## config.mk

```make
export PLATFORM = sky130hd
export DESIGN_NAME = ext_trig_cond
export DESIGN_NICKNAME = d
export VERILOG_FILES = /design/src/rtl/etc_pkg.sv /design/src/rtl/trig_src_mux.sv /design/src/rtl/trig_sync_chain.sv /design/src/rtl/trig_qualifier.sv /design/src/rtl/ext_trig_cond.sv
export SDC_FILE = /design/constraint.sdc
export NUM_CORES = 1
export LEC_CHECK = 0
export BUFFER_PORTS_ARGS = -buffer_cell sky130_fd_sc_hd__buf_4
export CORE_MARGIN = 10
export CORE_UTILIZATION = 40
export CTS_CLUSTER_SIZE = 12
export DETAILED_ROUTE_END_ITERATION = 10
export GPL_TIMING_DRIVEN = 0
export PLACE_DENSITY = 0.65
export SYNTH_ARGS = -nofsm -noshare
export SYNTH_HDL_FRONTEND = slang
export SYNTH_SLANG_ARGS = --single-unit
```

## constraint.sdc

```tcl
create_clock -name clk -period 0.8 [get_ports clk]
set_input_delay 0.24 -clock clk [delete_from_list [all_inputs] [get_ports clk]]
set_output_delay 0.24 -clock clk [all_outputs]
set_load 0.02 [all_outputs]
```

## src/rtl/etc_pkg.sv

```systemverilog
package etc_pkg;

  typedef enum logic [1:0] {
    SENS_FALL = 2'b00,
    SENS_RISE = 2'b01,
    SENS_LOW  = 2'b10,
    SENS_HIGH = 2'b11
  } sens_e;

  function automatic logic sens_is_level(sens_e s);
    return s[1];
  endfunction

  function automatic logic sens_active_val(sens_e s);
    return s[0];
  endfunction

endpackage

```

## src/rtl/trig_src_mux.sv

```systemverilog
module trig_src_mux #(
  parameter int N_PINS = 4,
  parameter int N_CHAN = 8,
  parameter int SELW   = 4
) (
  input  logic [N_PINS-1:0] pins,
  input  logic [N_CHAN-1:0] chans,
  input  logic [SELW-1:0]   sel,
  output logic              sel_o
);
  localparam int TOTAL = N_PINS + N_CHAN;
  localparam int SPAN  = 1 << SELW;

  logic [SPAN-1:0] cand;

  for (genvar i = 0; i < SPAN; i++) begin : g_cand
    if (i < N_PINS) begin : g_pin
      assign cand[i] = pins[i];
    end else if (i < TOTAL) begin : g_chan
      assign cand[i] = chans[i-N_PINS];
    end else begin : g_unused
      assign cand[i] = 1'b0;
    end
  end

  assign sel_o = cand[sel];
endmodule

```

## src/rtl/trig_sync_chain.sv

```systemverilog
module trig_sync_chain #(
  parameter int STAGES = 2
) (
  input  logic clk,
  input  logic rst_n,
  input  logic d,
  output logic q
);
  logic [STAGES-1:0] sr_q, sr_d;

  always_comb begin
    sr_d = {sr_q[STAGES-2:0], d};
  end

  always_ff @(posedge clk or negedge rst_n) begin
    if (!rst_n) sr_q <= '0;
    else        sr_q <= sr_d;
  end

  assign q = sr_q[STAGES-1];
endmodule

```

## src/rtl/trig_qualifier.sv

```systemverilog
module trig_qualifier
  import etc_pkg::*;
#(
  parameter int SELW      = 4,
  parameter int BLANK_CYC = 2
) (
  input  logic            clk,
  input  logic            rst_n,
  input  logic            syn,
  input  logic            en,
  input  sens_e           sens,
  input  logic [SELW-1:0] sel,
  output logic            cfg_chg_o,
  output logic            hold_o,
  output logic            req_o
);
  localparam int CW  = $clog2(BLANK_CYC + 1);
  localparam int CFW = SELW + 3;

  logic [CFW-1:0] cfg_now, cfg_q;
  logic [CW-1:0]  cnt_q, cnt_d;
  logic           cnt_en;
  logic           prev_q, req_q, req_d;
  logic           chg, hold, hit, act;

  always_comb begin
    cfg_now = {sel, en, sens};
    chg     = (cfg_now != cfg_q);
    cnt_en  = chg || (cnt_q != '0);
    cnt_d   = chg ? CW'(BLANK_CYC) : (cnt_q - CW'(1));
    hold    = chg || (cnt_q != '0);
    act     = sens_active_val(sens);
    if (sens_is_level(sens)) hit = (syn == act);
    else                     hit = (syn == act) && (prev_q != syn);
    req_d   = en && !hold && hit;
  end

  always_ff @(posedge clk or negedge rst_n) begin
    if (!rst_n) begin
      cfg_q  <= '0;
      cnt_q  <= CW'(BLANK_CYC);
      prev_q <= 1'b0;
      req_q  <= 1'b0;
    end else begin
      cfg_q  <= cfg_now;
      if (cnt_en) cnt_q <= cnt_d;
      prev_q <= syn;
      req_q  <= req_d;
    end
  end

  assign cfg_chg_o = chg;
  assign hold_o    = hold;
  assign req_o     = req_q;
endmodule

```

## src/rtl/ext_trig_cond.sv

```systemverilog
module ext_trig_cond
  import etc_pkg::*;
#(
  parameter int N_PINS      = 4,
  parameter int N_CHAN      = 8,
  parameter int SYNC_STAGES = 2,
  localparam int SELW       = $clog2(N_PINS + N_CHAN)
) (
  input  logic              clk,
  input  logic              rst_n,
  input  logic [N_PINS-1:0] trig_pin,
  input  logic [N_CHAN-1:0] chan_dig,
  input  logic [SELW-1:0]   src_sel,
  input  logic              trig_en,
  input  logic              lvl_mode,
  input  logic              pol_high,
  output logic              start_o
);
  logic  rst_meta, rst_int_n;
  logic  mux_out, syn, cfg_chg, hold;
  sens_e sens;

  always_ff @(posedge clk or negedge rst_n) begin
    if (!rst_n) begin
      rst_meta  <= 1'b0;
      rst_int_n <= 1'b0;
    end else begin
      rst_meta  <= 1'b1;
      rst_int_n <= rst_meta;
    end
  end

  assign sens = sens_e'({lvl_mode, pol_high});

  trig_src_mux #(.N_PINS(N_PINS), .N_CHAN(N_CHAN), .SELW(SELW)) u_mux (
    .pins  (trig_pin),
    .chans (chan_dig),
    .sel   (src_sel),
    .sel_o (mux_out)
  );

  trig_sync_chain #(.STAGES(SYNC_STAGES)) u_sync (
    .clk   (clk),
    .rst_n (rst_int_n),
    .d     (mux_out),
    .q     (syn)
  );

  trig_qualifier #(.SELW(SELW), .BLANK_CYC(SYNC_STAGES)) u_qual (
    .clk       (clk),
    .rst_n     (rst_int_n),
    .syn       (syn),
    .en        (trig_en),
    .sens      (sens),
    .sel       (src_sel),
    .cfg_chg_o (cfg_chg),
    .hold_o    (hold),
    .req_o     (start_o)
  );
endmodule

```

; After elaboration in Yosys (flattened, before gate mapping)
; Cells that the tools add are included.
[classes]
n_addsub = 1
magnitude_cmp = 1
n_eq_ne = 3
mux = 4
n_reduce_logical = 6
[op_table]
columns = operator, count
row1 = $ne A7 B7 Y1, 1
row2 = $lt A4 B5 Y1 const B, 1
row3 = $bmux W1 S4, 1
row4 = $logic_and A1 B1 Y1, 3
row5 = $mux W1, 2
row6 = $mux W2, 1
row7 = $reduce_bool A2 Y1, 1
row8 = $sub A2 B1 Y2 const B, 1
row9 = $eq A1 B1 Y1, 1
row10 = $logic_not A1 Y1, 1
row11 = $logic_or A1 B1 Y1, 1
row12 = $ne A1 B1 Y1, 1
[totals]
regBits = 15
inputBits = 21
out_inout_bits = 1
word_cells = 22

; Logic depth before layout (Yosys ltp)
[logic_depth]
ltp_word = 5
ltp_mapped = 5
ltp_nobuf = 5

; Hierarchy
; From an unflattened synthesis, not the netlist that was laid out.
[unflattened]
cells_unflattened = 58
area_unflattened_um2 = 690.7
[by_module_without_submodules]
columns = module, n_inst, cells_each, area_per_inst_um2, seq_area_each_um2
row1 = trig_qualifier, 1, 36, 451.7, 276.5
row2 = trig_src_mux, 1, 17, 135.1, 0.0
row3 = ext_trig_cond, 1, 3, 53.8, 50.0
row4 = trig_sync_chain, 1, 2, 50.0, 50.0

; Worst setup path after synthesis
; Ideal clock, no wire load.
[synth_timing]
kind = register to register
startpoint = register u_qual.cnt_q[1]
endpoint = register u_qual.cnt_q[1]
setup_ps = 88
t_arrival_ps = 1145
required_ps = 712
path_slack_ps = -433
path_stages_with_launch = 6
path_buffers = 0
synth_period_minus_slack_ps = 1233
cell_sequence = dfstp_2 inv_1 ha_1 nand2_1 o21ai_0 or3_1
[synth_via]
elab_chain_len = 2
elab_cells_between_ends = 4
cone_classes = 1 x add/sub / 1 x mux / 2 x reduce/logical
[synth_lines]
columns = element, line
row1 = start: declaration, trig_qualifier.sv:21  ; logic [CW-1:0] cnt_q, cnt_d;
row2 = start signal: assignment, trig_qualifier.sv:41  ; cnt_q <= CW'(BLANK_CYC);
row3 = start signal: assignment, trig_qualifier.sv:46  ; if (cnt_en) cnt_q <= cnt_d;
row4 = $sub A2 B1 Y2 or $reduce_bool A2 Y1 (tied branches), "trig_qualifier.sv:30, trig_qualifier.sv:29"
row5 = $mux W2 or $logic_or A1 B1 Y1 (tied branches), "trig_qualifier.sv:30, trig_qualifier.sv:29"
; Parallel ways exist; a longest one is shown, timed or not.
; A chain may end at the register's enable or synchronous reset.

; Final worst setup path
; Same ends and word-level chain as after synthesis.

==> metrics.txt <==
Initial Util=43.8%; initial DRC count=7; GP Congestion=0.697; chip width=61.3 um; DR vias/cell=4.96; Setup CP Type=flop to flop; CTS tree=built; I/O Buffers=21; largest net degree at the start of global routing=14; initial antenna violation count=0; Mapped Area=683 um^2; crit path buf inv count=1; CP startpoint kind=flop; R2R Setup Slk=-0.44 ns; GRT overflow=0; GRT met2 Usage=10.8%; CP Launch Point=u_qual.cnt_q[1]; most common library cell in the layout ignoring fill and taps=buf_4; synthesized instance count=54; Final Power=1.49 mW; CTS sink cnt=15; pre-CTS setup slack=-0.502 ns; Worst Setup End Kind=flop; Detailed Route WL=1.24 mm; #FFs+latches synth=15; DRC viols=0; failing checks=negative setup slack; Max Cap Viol=0; status=complete, but fails checks; Min-Delay Path Class=input pin to flop; P per Cell Area=1520 nW/um^2; area grow syn2layout=43.8%; final worst path period need=1.24 ns; most frequent cells in the layout=24 x buf_4, 14 x dfrtp_1, 4 x mux2i_1, 4 x xnor2_1; DR pass1 iterations=2; Die H=61.3 um; vias=501; met1 GRT Util=9.46%; fin nets=108; GRT Max-Usage Layer=met2; final setup skew=0.000769 ns; cell breakdown of the critical path=inv_2, ha_4, o21ai_1, or3_1; FMAX=806 MHz; global-route wire length before repair=2.19 mm; Ports=22; GRT Util Overall=7.58%; Reg-to-Reg End=u_qual.cnt_q[1]; post-synth top area share=51.3%; RR Startpoint=u_qual.cnt_q[1]; Crit Path Max Fanout=2; sequential share of the synthesized area=55.1%; Hold Path Stages=1; CP delay by family, top=flip-flops; syn_area_per_cell=12.7 um^2; Wirelength per Cell=12.2 um; slowest stage delay, CP=0.54 ns; Inst Count DP=91; Rows=14; CP endpoint=u_qual.cnt_q[1]; met3 usage=2.67%; RSZ-0062 raised after global routing=true; hold violation total from the final report=0; setup_tns=-1.56 ns; CTS clk-pin slew, worst paths=0.08 ns; Core Box Area=1560 um^2; post-DP HPWL=1.02 mm; Worst EP arrival=1.44 ns; CP max-delay cell=dfstp_2; CTS Root Cell=clkbuf_4; number of global-route vias before repair=526; Critical Path Stages=4; Peak VDD IR=0.705 mV; Leakage=0.466 nW; Final Slew Violations=0; worst setup margin=-0.441 ns; Netlist cell types=25; Synth area leaders=dfrtp_1 51%, xnor2_1 7.7%, mux2i_1 5.9%, dfstp_2 3.8%, xnor2_2 2.4%; cts bufs inserted=3; ANT cells=0; Post-Syn Nets=76; largest area contributor in the netlist=dfrtp_1; DRT antenna net count=0; Worst Path Required=1.00 ns; Clock Latency Late Sink=0.27 ns; CTS HTree Levels=1; Tcrit/Tclk final=155%; maximum root-to-sink buffer count=2; Layout Cells excl Fill=101; die area=3760 um^2; proportion of layout cells with a drive suffix above 1=50.6%; Reg2Reg Depth=4; Synth warnings=0; Final setup viols=5
through the flow:
step | utilization, % | cell area (um^2) | hold WS, ns
after floorplan | - | 699 | -0.0556
after global placement | 56.3 | 877 | 0.0237
after detailed placement | 56.3 | 877 | 0.0250
after CTS | 61.1 | 952 | 0.0618
after global routing | 63.0 | 982 | 0.0568
final | 63.0 | 982 | 0.0715
power by group:
part / leakage [nW] / internal, mW / total [mW] / switching (mW)
Clock: 0.0177 / 0.185 / 0.406 / 0.221
Combinational: 0.269 / 0.164 / 0.252 / 0.0886
Sequential: 0.180 / 0.800 / 0.832 / 0.0313
Total: 0.466 / 1.15 / 1.49 / 0.341
area by class of cell:
type	instances	area [um^2]
clock inverters	1	5.00
plain buffers	1	15.0
inverters	2	7.51
fillers	139	577
flip-flops and latches	15	377
multi-input cells	36	323
repair buffers	27	213
well taps	16	20.0
clock buffers	3	22.5
worst reg2reg max path, stage by stage, from the launching register on:
cell	delay (ns)
dfstp_2	0.54
inv_2	0.04
ha_4	0.24
o21ai_1	0.04
or3_1	0.30
logic make-up (layout without fill, tap and decap cells):
logic type                 after synthesis  in the layout  synth area share, %
AOI/OAI and AO/OA                        7              7                 8.61
xor gates and xnor gates                 8              8                 11.4
adders and majority gates                1              1                 1.83
buffers and inverters                    3             34                 2.75
DFF                                     15             15                 55.1
muxes                                    6              6                 9.71
other                                    1              1                0.549
and+or+nand+nor                         13             13                 10.1
synth_stat cells:
cell,count
nand2_1,2
nand4_1,1
xnor2_2,1
nand3_1,2
o32a_1,1
dfrtp_1,14
mux2_2,1
a32oi_1,1
ha_1,1
a2111oi_2,1
buf_6,1
o21ai_0,3
nor2_1,1
o211a_1,1
or3_1,1
nor3_1,3
xnor2_1,6
mux2_4,1
nand2b_1,2
mux2i_1,4
or2b_1,1
xor2_1,1
dfstp_2,1
inv_1,2
conb_1,1
repair_timing:
item / CTS / global route
setup endpoints to repair: 5 / 5
endpoints found under the hold margin: 2 / 0
buffers inserted: 4 / 1
pin swaps: 3 / 4
resized for setup: 3 / 5
hold buffers: 1 / 0
how the worst min path moves through the flow:
stage	start	to	slack (ns)
5_1_grt	src_sel[0]	u_qual.cfg_q[3]	0.06
2_1_floorplan	rst_n	rst_int_n	-0.06
6_report	src_sel[0]	u_qual.cfg_q[3]	0.07
3_3_place_gp	rst_n	rst_meta	0.02
3_5_place_dp	rst_n	rst_meta	0.02
4_1_cts	src_sel[0]	u_qual.cfg_q[3]	0.06
layer usage:
metal  vias to the layer above  part of all wire [%]  wire (um)
met3                         2                   7.8         96
met2                        19                    43        527
li1                        250                     -          -
met5                         -                     0          0
met4                         0                   1.5         19
met1                       230                    48        593
state kept, by name, summed over array words and instances, names as in the netlist:
name,cells
u_sync.sr_q,2
rst_meta,1
u_qual.cfg_q,7
u_qual.cnt_q,2
u_qual.prev_q,1
u_qual.req_o,1
rst_int_n,1
(Power assumes the default switching activity.)
